File: src/rtl/tsclk_pkg.sv
package tsclk_pkg;

    typedef enum logic [1:0] {
        ST_FREE_RUN     = 2'd0,
        ST_TRACKING     = 2'd1,
        ST_REF_LOST     = 2'd2,
        ST_TIME_INVALID = 2'd3
    } sup_state_e;

    localparam int STAT_W            = 8;
    localparam int STAT_REF_ERR_BIT  = 2;
    localparam int STAT_TIME_INV_BIT = 3;
    localparam int STAT_UNSYNC_BIT   = 4;
    localparam int MIN_PER_HOUR      = 60;

endpackage

File: src/rtl/tsclk_tod.sv
module tsclk_tod #(
    parameter int MS_PER_DAY = 86_400_000,
    parameter int MS_W       = 27,
    parameter int DAY_W      = 16
) (
    input  logic             clk,
    input  logic             rst_n,
    input  logic             ms_tick,
    input  logic             load,
    input  logic [DAY_W-1:0] load_day,
    input  logic [MS_W-1:0]  load_ms,
    output logic [DAY_W-1:0] day,
    output logic [MS_W-1:0]  ms
);

    localparam logic [MS_W-1:0] MS_LAST = MS_W'(MS_PER_DAY - 1);

    always_ff @(posedge clk) begin
        if (!rst_n) begin
            day <= '0;
            ms  <= '0;
        end else if (load) begin
            day <= load_day;
            ms  <= load_ms;
        end else if (ms_tick) begin
            if (ms == MS_LAST) begin
                ms  <= '0;
                day <= day + 1'b1;
            end else begin
                ms  <= ms + 1'b1;
            end
        end
    end

endmodule

File: src/rtl/tsclk_age_timer.sv
module tsclk_age_timer #(
    parameter int TICKS_PER_MIN = 60_000,
    parameter int MIN_W         = 16
) (
    input  logic             clk,
    input  logic             rst_n,
    input  logic             ms_tick,
    input  logic             clear,
    output logic [MIN_W-1:0] elapsed_min
);

    localparam logic [MIN_W-1:0] MIN_SAT = '1;

    logic minute_done;

    generate
        if (TICKS_PER_MIN > 1) begin : g_presc
            localparam int            PW     = $clog2(TICKS_PER_MIN);
            localparam logic [PW-1:0] P_LAST = PW'(TICKS_PER_MIN - 1);
            logic [PW-1:0] pcnt;

            always_ff @(posedge clk) begin
                if (!rst_n || clear) begin
                    pcnt <= '0;
                end else if (ms_tick) begin
                    pcnt <= (pcnt == P_LAST) ? '0 : pcnt + 1'b1;
                end
            end

            assign minute_done = ms_tick && (pcnt == P_LAST);
        end else begin : g_direct
            assign minute_done = ms_tick;
        end
    endgenerate

    always_ff @(posedge clk) begin
        if (!rst_n || clear) begin
            elapsed_min <= '0;
        end else if (minute_done && (elapsed_min != MIN_SAT)) begin
            elapsed_min <= elapsed_min + 1'b1;
        end
    end

endmodule

File: src/rtl/tsclk_sup_fsm.sv
module tsclk_sup_fsm
    import tsclk_pkg::*;
#(
    parameter int RES_W        = 8,
    parameter int MIN_W        = 16,
    parameter int REF_ERR_MIN  = 10,
    parameter int RADIO_MAX_H  = 5,
    parameter int MASTER_MAX_H = 254
) (
    input  logic             clk,
    input  logic             rst_n,
    input  logic [RES_W-1:0] reserve_hours,
    input  logic             radio_mode,
    input  logic             sync_accept,
    input  logic [MIN_W-1:0] elapsed_min,
    output logic             timer_clear,
    output logic             flag_ref_err,
    output logic             flag_time_inv,
    output logic             flag_unsync
);

    localparam logic [RES_W-1:0] RADIO_MAX  = RES_W'(RADIO_MAX_H);
    localparam logic [RES_W-1:0] MASTER_MAX = RES_W'(MASTER_MAX_H);
    localparam logic [MIN_W-1:0] REF_LIM    = MIN_W'(REF_ERR_MIN);

    sup_state_e       state, state_nxt;
    logic [RES_W-1:0] eff_hours;
    logic [MIN_W-1:0] res_min;
    logic             free_sel;
    logic             reserve_gone;
    logic             ref_gone;

    always_comb begin
        if (radio_mode && (reserve_hours > RADIO_MAX)) begin
            eff_hours = RADIO_MAX;
        end else if (reserve_hours > MASTER_MAX) begin
            eff_hours = MASTER_MAX;
        end else begin
            eff_hours = reserve_hours;
        end
    end

    assign res_min      = MIN_W'(eff_hours) * MIN_W'(MIN_PER_HOUR);
    assign free_sel     = (reserve_hours == '0);
    assign reserve_gone = (elapsed_min >= res_min);
    assign ref_gone     = (elapsed_min >= REF_LIM);
    assign timer_clear  = sync_accept || free_sel;

    // next-state logic
    always_comb begin
        state_nxt = state;
        if (free_sel) begin
            state_nxt = ST_FREE_RUN;
        end else if (sync_accept) begin
            state_nxt = ST_TRACKING;
        end else begin
            unique case (state)
                ST_FREE_RUN:     state_nxt = ST_TRACKING;
                ST_TRACKING: begin
                    if (reserve_gone)  state_nxt = ST_TIME_INVALID;
                    else if (ref_gone) state_nxt = ST_REF_LOST;
                end
                ST_REF_LOST: begin
                    if (reserve_gone)  state_nxt = ST_TIME_INVALID;
                end
                ST_TIME_INVALID: state_nxt = ST_TIME_INVALID;
                default:         state_nxt = ST_TRACKING;
            endcase
        end
    end

    // state register
    always_ff @(posedge clk) begin
        if (!rst_n) begin
            state <= ST_TRACKING;
        end else begin
            state <= state_nxt;
        end
    end

    // output decode
    always_comb begin
        flag_ref_err  = 1'b0;
        flag_time_inv = 1'b0;
        flag_unsync   = 1'b0;
        unique case (state)
            ST_FREE_RUN:     flag_unsync = 1'b1;
            ST_TRACKING:     ;
            ST_REF_LOST:     flag_ref_err = 1'b1;
            ST_TIME_INVALID: begin
                flag_ref_err  = 1'b1;
                flag_time_inv = 1'b1;
            end
            default:         ;
        endcase
    end

endmodule

File: src/rtl/tsclk_capture.sv
module tsclk_capture #(
    parameter int DAY_W   = 16,
    parameter int MS_W    = 27,
    parameter int TS_MS_W = 32
) (
    input  logic               clk,
    input  logic               rst_n,
    input  logic               evt_strobe,
    input  logic               force_ff,
    input  logic [DAY_W-1:0]   day,
    input  logic [MS_W-1:0]    ms,
    output logic [DAY_W-1:0]   ts_day,
    output logic [TS_MS_W-1:0] ts_ms,
    output logic               ts_valid
);

    localparam int LOW_W = TS_MS_W - 8;

    logic [TS_MS_W-1:0] ms_wide;
    logic [TS_MS_W-1:0] stamp;

    assign ms_wide = TS_MS_W'(ms);
    assign stamp   = force_ff ? {8'hFF, ms_wide[LOW_W-1:0]} : ms_wide;

    always_ff @(posedge clk) begin
        if (!rst_n) begin
            ts_day   <= '0;
            ts_ms    <= '0;
            ts_valid <= 1'b0;
        end else begin
            ts_valid <= evt_strobe;
            if (evt_strobe) begin
                ts_day <= day;
                ts_ms  <= stamp;
            end
        end
    end

endmodule

File: src/rtl/tsclk_supervisor.sv
module tsclk_supervisor
    import tsclk_pkg::*;
#(
    parameter int TICKS_PER_MIN = 60_000,
    parameter int MS_PER_DAY    = 86_400_000,
    parameter int MS_W          = 27,
    parameter int DAY_W         = 16,
    parameter int RES_W         = 8,
    parameter int TS_MS_W       = 32,
    parameter int MIN_W         = 16,
    parameter int REF_ERR_MIN   = 10
) (
    input  logic               clk,
    input  logic               rst_n,
    input  logic               ms_tick,
    input  logic               sync_valid,
    input  logic               sync_bad,
    input  logic [DAY_W-1:0]   sync_day,
    input  logic [MS_W-1:0]    sync_ms,
    input  logic               radio_mode,
    input  logic [RES_W-1:0]   reserve_hours,
    input  logic               evt_strobe,
    output logic [STAT_W-1:0]  status,
    output logic [DAY_W-1:0]   ts_day,
    output logic [TS_MS_W-1:0] ts_ms,
    output logic               ts_valid
);

    localparam logic [MS_W-1:0] MS_LAST = MS_W'(MS_PER_DAY - 1);

    logic             sync_accept;
    logic             timer_clear;
    logic [MIN_W-1:0] elapsed_min;
    logic [DAY_W-1:0] cur_day;
    logic [MS_W-1:0]  cur_ms;
    logic             flag_ref_err, flag_time_inv, flag_unsync;

    assign sync_accept = sync_valid && !sync_bad && (sync_ms <= MS_LAST);

    tsclk_tod #(
        .MS_PER_DAY (MS_PER_DAY),
        .MS_W       (MS_W),
        .DAY_W      (DAY_W)
    ) tod_i (
        .clk      (clk),
        .rst_n    (rst_n),
        .ms_tick  (ms_tick),
        .load     (sync_accept),
        .load_day (sync_day),
        .load_ms  (sync_ms),
        .day      (cur_day),
        .ms       (cur_ms)
    );

    tsclk_age_timer #(
        .TICKS_PER_MIN (TICKS_PER_MIN),
        .MIN_W         (MIN_W)
    ) age_i (
        .clk         (clk),
        .rst_n       (rst_n),
        .ms_tick     (ms_tick),
        .clear       (timer_clear),
        .elapsed_min (elapsed_min)
    );

    tsclk_sup_fsm #(
        .RES_W       (RES_W),
        .MIN_W       (MIN_W),
        .REF_ERR_MIN (REF_ERR_MIN)
    ) fsm_i (
        .clk           (clk),
        .rst_n         (rst_n),
        .reserve_hours (reserve_hours),
        .radio_mode    (radio_mode),
        .sync_accept   (sync_accept),
        .elapsed_min   (elapsed_min),
        .timer_clear   (timer_clear),
        .flag_ref_err  (flag_ref_err),
        .flag_time_inv (flag_time_inv),
        .flag_unsync   (flag_unsync)
    );

    tsclk_capture #(
        .DAY_W   (DAY_W),
        .MS_W    (MS_W),
        .TS_MS_W (TS_MS_W)
    ) cap_i (
        .clk        (clk),
        .rst_n      (rst_n),
        .evt_strobe (evt_strobe),
        .force_ff   (flag_time_inv),
        .day        (cur_day),
        .ms         (cur_ms),
        .ts_day     (ts_day),
        .ts_ms      (ts_ms),
        .ts_valid   (ts_valid)
    );

    always_comb begin
        status                    = '0;
        status[STAT_REF_ERR_BIT]  = flag_ref_err;
        status[STAT_TIME_INV_BIT] = flag_time_inv;
        status[STAT_UNSYNC_BIT]   = flag_unsync;
    end

endmodule

File: config.mk
export PLATFORM = sky130hd
export DESIGN_NAME = tsclk_supervisor
export DESIGN_NICKNAME = d
export VERILOG_FILES = /design/src/rtl/tsclk_pkg.sv /design/src/rtl/tsclk_tod.sv /design/src/rtl/tsclk_age_timer.sv /design/src/rtl/tsclk_sup_fsm.sv /design/src/rtl/tsclk_capture.sv /design/src/rtl/tsclk_supervisor.sv
export SDC_FILE = /design/constraint.sdc
export NUM_CORES = 1
export LEC_CHECK = 0
export ABC_AREA = 1
export ABC_CLOCK_PERIOD_IN_PS = 3970
export BUFFER_PORTS_ARGS = -buffer_cell sky130_fd_sc_hd__buf_2
export CAP_MARGIN = 30
export CORE_MARGIN = 2
export CORE_UTILIZATION = 56
export DETAILED_ROUTE_END_ITERATION = 8
export HOLD_SLACK_MARGIN = 0.02
export PLACE_DENSITY = 0.75
export SKIP_LAST_GASP = 1
export SYNTH_ARGS = -nofsm -noshare
export SYNTH_HDL_FRONTEND = slang
export SYNTH_HIERARCHICAL = 1
export SYNTH_SLANG_ARGS = --single-unit
File: constraint.sdc
create_clock -name clk -period 3.97 [get_ports clk]
set_input_delay 0 -clock clk [delete_from_list [all_inputs] [get_ports clk]]
set_output_delay 0 -clock clk [all_outputs]
set_load 0.02 [all_outputs]
# After elaboration in Yosys (flattened, before gate mapping)
# Cells that the tools add are included.
# totals
input_bits,58
mem_count,0
latchBits,0
wordCells,67
ramBits,0
romBits,0
reg_bits,126
out_inout_bits,57
# op_classes
n_bitwise,1
shift,0
magnitude_cmp,5
muxes,19
add_sub_neg,4
div,0
mul,1
n_eq_ne,10
n_reduce_logical,18
# ops
op,n
2-to-1 mux 27 bit,3
2-to-1 mux 16 bit,4
"adder 16 x 1 -> 16 bit, second input constant",3
2-to-1 mux 32 bit,1
"adder 27 x 1 -> 27 bit, second input constant",1
"== test 27 bit, second input constant",1
"<= comparator 27 bit, second input constant",1
"== test 16 bit, second input constant",1
>= comparator 16 x 14 -> 1 bit,1
">= comparator 16 x 4 -> 1 bit, second input constant",1
2-to-1 mux 8 bit,2
"inequality test 16 bit, second input constant",1
"multiplier 8 x 4 -> 12 bit, second input constant",1
"> comparator 8 x 3 -> 1 bit, second input constant",1
"> comparator 8 bit, second input constant",1
zero test 8 bit,1
one-hot mux 2 bit (4 select lines),1
2-to-1 mux 2 bit,3
AND reduction 2 bit,3
logical AND 1 bit,5
2-to-1 mux 1 bit,5
"inequality test 5 x 1 -> 1 bit, second input constant",1
"== test 2 bit, second input constant",2
"inequality test 4 x 1 -> 1 bit, second input constant",1
other kinds (10),13

# Depth between registers and ports, before layout
# logic_depth
depth_word,9
mapped_depth,32
mapped_depth_nobuf,32

# Modules after synthesis
# Netlist, hierarchy kept.
# modules_own_cells
module,area_per_inst_um2,instances,seq_area_each_um2,cells_per_inst
tsclk_tod,3024.2,1,860.8,500
tsclk_age_timer,1820.5,1,640.6,279
tsclk_capture,1602.8,1,900.9,199
tsclk_sup_fsm,1495.2,1,40.0,249
tsclk_supervisor,224.0,1,0.0,47

# Worst setup path after synthesis
# Ideal clock, no wire load.
# synth_timing
path_kind,input -> register
start,in reserve_hours[4]
end,reg fsm_i.state[0]
required_ns,3.856
n_path_buf,0
arrival_ns,3.513
path_slack_ns,0.343
setup_time_ns,0.114
cell_stages,23
path_cell_list,nor2_1 -> nand2_1 -> o21ai_4 -> inv_1 -> or2_2 -> ha_1 -> xor2_1 -> fa_1 -> inv_1 -> ha_1 -> a21oi_1 -> o21ai_0 -> nand4_1 -> nand3_1 -> xor2_1 -> ha_1 -> nand2_1 -> nor3_1 -> nand2_1 -> nand2_1 -> nor2_1 -> nor2_1 -> nand2_1
# synth_via
elab_chain_len,9
elab_cells_between_ends,15
cone_classes,1 x mul; 3 x order compare; 2 x eq/ne; 6 x mux; 3 x reduce/logical
# synth_rtl
element,line,text
start: declaration,tsclk_supervisor.sv:21,"input logic [RES_W-1:0] reserve_hours,"
> comparator 8 bit / > comparator 8 x 3 -> 1 bit (equally long branches),"tsclk_sup_fsm.sv:36, tsclk_sup_fsm.sv:34",
2-to-1 mux 8 bit / logical AND 1 bit (equally long branches),"tsclk_sup_fsm.sv:36, tsclk_sup_fsm.sv:34",
2-to-1 mux 8 bit,tsclk_sup_fsm.sv:34,if (radio_mode && (reserve_hours > RADIO_MAX)) begin
multiplier 8 x 4 -> 12 bit,tsclk_sup_fsm.sv:43,assign res_min = MIN_W'(eff_hours) * MIN_W'(MIN_PER_HOUR);
>= comparator 16 x 14 -> 1 bit,tsclk_sup_fsm.sv:45,assign reserve_gone = (elapsed_min >= res_min);
2-to-1 mux 2 bit,tsclk_sup_fsm.sv:60,if (reserve_gone) state_nxt = ST_TIME_INVALID;
one-hot mux 2 bit (4 select lines),tsclk_sup_fsm.sv:57,unique case (state)
2-to-1 mux 1 bit,tsclk_sup_fsm.sv:54,end else if (sync_accept) begin
2-to-1 mux 1 bit,tsclk_sup_fsm.sv:52,if (free_sel) begin
end signal: assignment,tsclk_sup_fsm.sv:77,state <= state_nxt;
end: declaration,tsclk_sup_fsm.sv:26,"sup_state_e state, state_nxt;"
# Several ways; a longest one is shown, not always the timed one.
# A chain may end at the register's enable or synchronous reset.

# Worst setup path in the final report
# layout_timing
start,in reserve_hours[0]
end,reg fsm_i.state[1]
# layout_via
elab_chain_len,7
elab_cells_between_ends,14
cone_classes,1 x mul; 3 x order compare; 2 x eq/ne; 4 x mux; 4 x reduce/logical
# layout_rtl
element,line
> comparator 8 bit / > comparator 8 x 3 -> 1 bit (equally long branches),"tsclk_sup_fsm.sv:36, tsclk_sup_fsm.sv:34"
2-to-1 mux 8 bit / logical AND 1 bit (equally long branches),"tsclk_sup_fsm.sv:36, tsclk_sup_fsm.sv:34"
2-to-1 mux 8 bit,tsclk_sup_fsm.sv:34
multiplier 8 x 4 -> 12 bit,tsclk_sup_fsm.sv:43
>= comparator 16 x 14 -> 1 bit,tsclk_sup_fsm.sv:45
2-to-1 mux 2 bit (tied with other cells),tsclk_sup_fsm.sv:60
one-hot mux 2 bit (4 select lines) / AND reduction 2 bit (equally long branches),--
# Several ways; a longest one is shown, not always the timed one.

==> run metrics <==
outcome finished clean; number of global-route vias before repair 7663; all-layer global routing usage 26.9%; Initial DRC Count roughly 560; # Max-Cap Violations 0; Startpoint Class input pin; # nets final 1510; min Tclk post-route ~3.6 ns; DIE WIDTH between 100 and 150 um; worst-path maximum fanout 4; Via density 5.14; Synth cell types 49; setup TNS 0 ns; critical path class input pin to flip-flop; Residual DRC 0; nature of the critical path endpoint flip-flop; Final Setup Violations 0; Max Buffers Root-to-Sink 2; CP required 4.28 ns; period utilization 91.4%; Storage cell area 2440 um^2; dpl cells 1532; filler cell count 1275; Max Clock Freq 276 MHz; Routed Antenna Nets 0; Starting Density 56.8%; crit-path max cell delay 0.52 ns; YS warnings 6; HPWL Detailed roughly 14 mm; gr ovfl total 0; Area Overhead vs Synth 19.8%; routability cong. approximately 0.9; vias after detailed routing 8276; Cell Area, Synth 8170 um^2; Diodes inserted 0; core box area 14400 um^2; TritonCTS clock tree built; Place WS -0.00365 ns; relative slew slack 50.0%; most frequent cells in the layout 288 x nand2_1, 260 x nor2_1, 146 x inv_1, 122 x dfxtp_1, 109 x buf_2; hold_ws 0.0405 ns; layout cells sized above 1 about 14%; Pre-antenna DRT Iters 5; Synth area leader dfxtp_1; Die H 125 um; # H-tree levels 4; first-pass GRT wire length 34.9 mm; Clock Pin Slew Worst Setup and Hold Paths 0.06 ns; worst hold path class input pin to flip-flop; Worst VDD drop ~0.25 mV; pin count of the biggest net entering global routing between 40 and 50; Seq/Total Area, Yosys between 20% and 30%; Clock Sinks 122; syn_area_per_cell 6.41 um^2; die area roughly 16000 um^2; clk root buf clkbuf_16; PwrDens 374 nW/um^2; Num CTS Buffers 17; Leak 4.54 nW; Slowest cell on crit path dlygate4sd3_1; Clock Skews 0.00956 ns; Final Hold Viols 0; CP most frequent cell nand2_1; initial antenna violation count 0; final wirelength 20.9 mm; largest cells by area after synthesis dfxtp_1 30%, nand2_1 13%, nor2_1 12%; most common cell after layout, fill and taps aside nand2_1; Worst Tran Pin Value between 0.7 and 0.8 ns; non-filler cells in the finished layout 1609; share of the synthesized area in the top cell type 29.9%; Final Max Slew Viols 0; crit path DAT 3.94 ns; # rows 44; footprint of the multi-input gates 4840 um^2; Skew-Pair Late Insertion Delay 0.42 ns; Setup Buffers After CTS 0; # port buffers 109; IO Pins between 100 and 150; WL/cell 13.0 um; Syn Inst Count 1274; final worst setup slack 0.341 ns; Seq cells post-synth roughly 120
==> registers in the layout, summed over array words and instances (netlist names) <==
register	flops
cap_i/ts_ms	28
age_i/elapsed_min	16
cap_i/ts_day	16
tod_i/ms	27
age_i/g_presc.pcnt	16
fsm_i/state	2
cap_i/ts_valid	1
tod_i/day	16
==> worst max-delay path, delay by kind of cell <==
kind	cells	cell delay, ns
AO/OA/AOI/OAI	4	0.70
adder cells (fa/ha/maj)	4	1.13
AND/OR/NAND/NOR	13	0.88
XOR/XNOR	1	0.20
buffers and inverters	8	1.03
==> timing repair <==
item | 4_1_cts | 5_1_grt
resized for setup | 0 | 5
endpoints found under the setup margin | 0 | 2
endpoints found under the hold margin | 52 | 0
hold buffers | 45 | 0
==> cells in the mapped netlist, drive strengths merged <==
master and n:
dfxtp 122, or2 6, nor3b 2, o21bai 8, nand4 18, o21ai 77
nand3 81, mux2i 1, and2 1, nand3b 2, xnor2 9, clkinv 2
buf 31, nand2 305, ha 34, a21boi 3, nor2 275, clkbuf 15
conb 1, fa 6, a31o 2, a21oi 56, inv 151, nor3 19
xor2 18, o31ai 2, a21o 4, a31oi 4, a22oi 19
==> cell families after synthesis <==
family / count (synthesis) / share of synthesized area, %
buf+inv: 199 / 11.3
flops: 122 / 29.9
fa+ha+maj: 40 / 6.68
compound gates: 175 / 12.2
mux: 1 / 0.123
xor+xnor: 27 / 2.90
other cells: 1 / 0.0459
simple gates: 709 / 36.9
==> layer usage <==
layer  share of wire, %  vias to the layer above  global-route usage [%]
li1                   -                     4314                       -
met1                 45                     3695                    32.7
met2                 48                      231                    46.4
met3                5.3                       36                    5.07
met4                2.1                        0                    11.3
met5                  0                        -                       0
==> layout make-up <==
cell class                 instances  area share [%]
clock buffer                      19            4.63
clock inverter                    13            1.96
inverter                         153            5.89
timing repair buffer             161            10.7
tap                              184            2.35
multi-input combinational        957            49.5
sequential                       122            25.0
==> where the power goes <==
group	internal, W	switching, W	total [W]
logic	0.000260	0.000403	0.000663
registers	0.00127	0.0000435	0.00132
clock network	0.00109	0.000590	0.00168
==> stage by stage <==
stage / util [%] / cell area (um^2) / total power [W]
4_1_cts: 68.0 / 9770 / 0.00367
2_1_floorplan: - / 8180 / 0.00181
3_5_place_dp: 60.3 / 8670 / 0.00196
5_1_grt: 68.1 / 9790 / 0.00384
3_3_place_gp: 60.3 / 8670 / 0.00195
6_report: 68.1 / 9790 / 0.00366
==> path summary, 6_finish.rpt <==
kind	start	end	slack, ns	cells after the start
min	ms_tick	tod_i/ms[15]$_SDFFE_PN0P_	0.04	3
max reg2reg	age_i/elapsed_min[1]$_SDFFE_PP0P_	age_i/elapsed_min[0]$_SDFFE_PP0P_	1.75	8
min reg2reg	age_i/g_presc.pcnt[14]$_SDFFE_PP0P_	age_i/g_presc.pcnt[14]$_SDFFE_PP0P_	0.45	2
max	reserve_hours[0]	fsm_i/state[1]$_SDFFE_PP0P_	0.34	30
No activity file was read; power rests on OpenSTA's default activity.
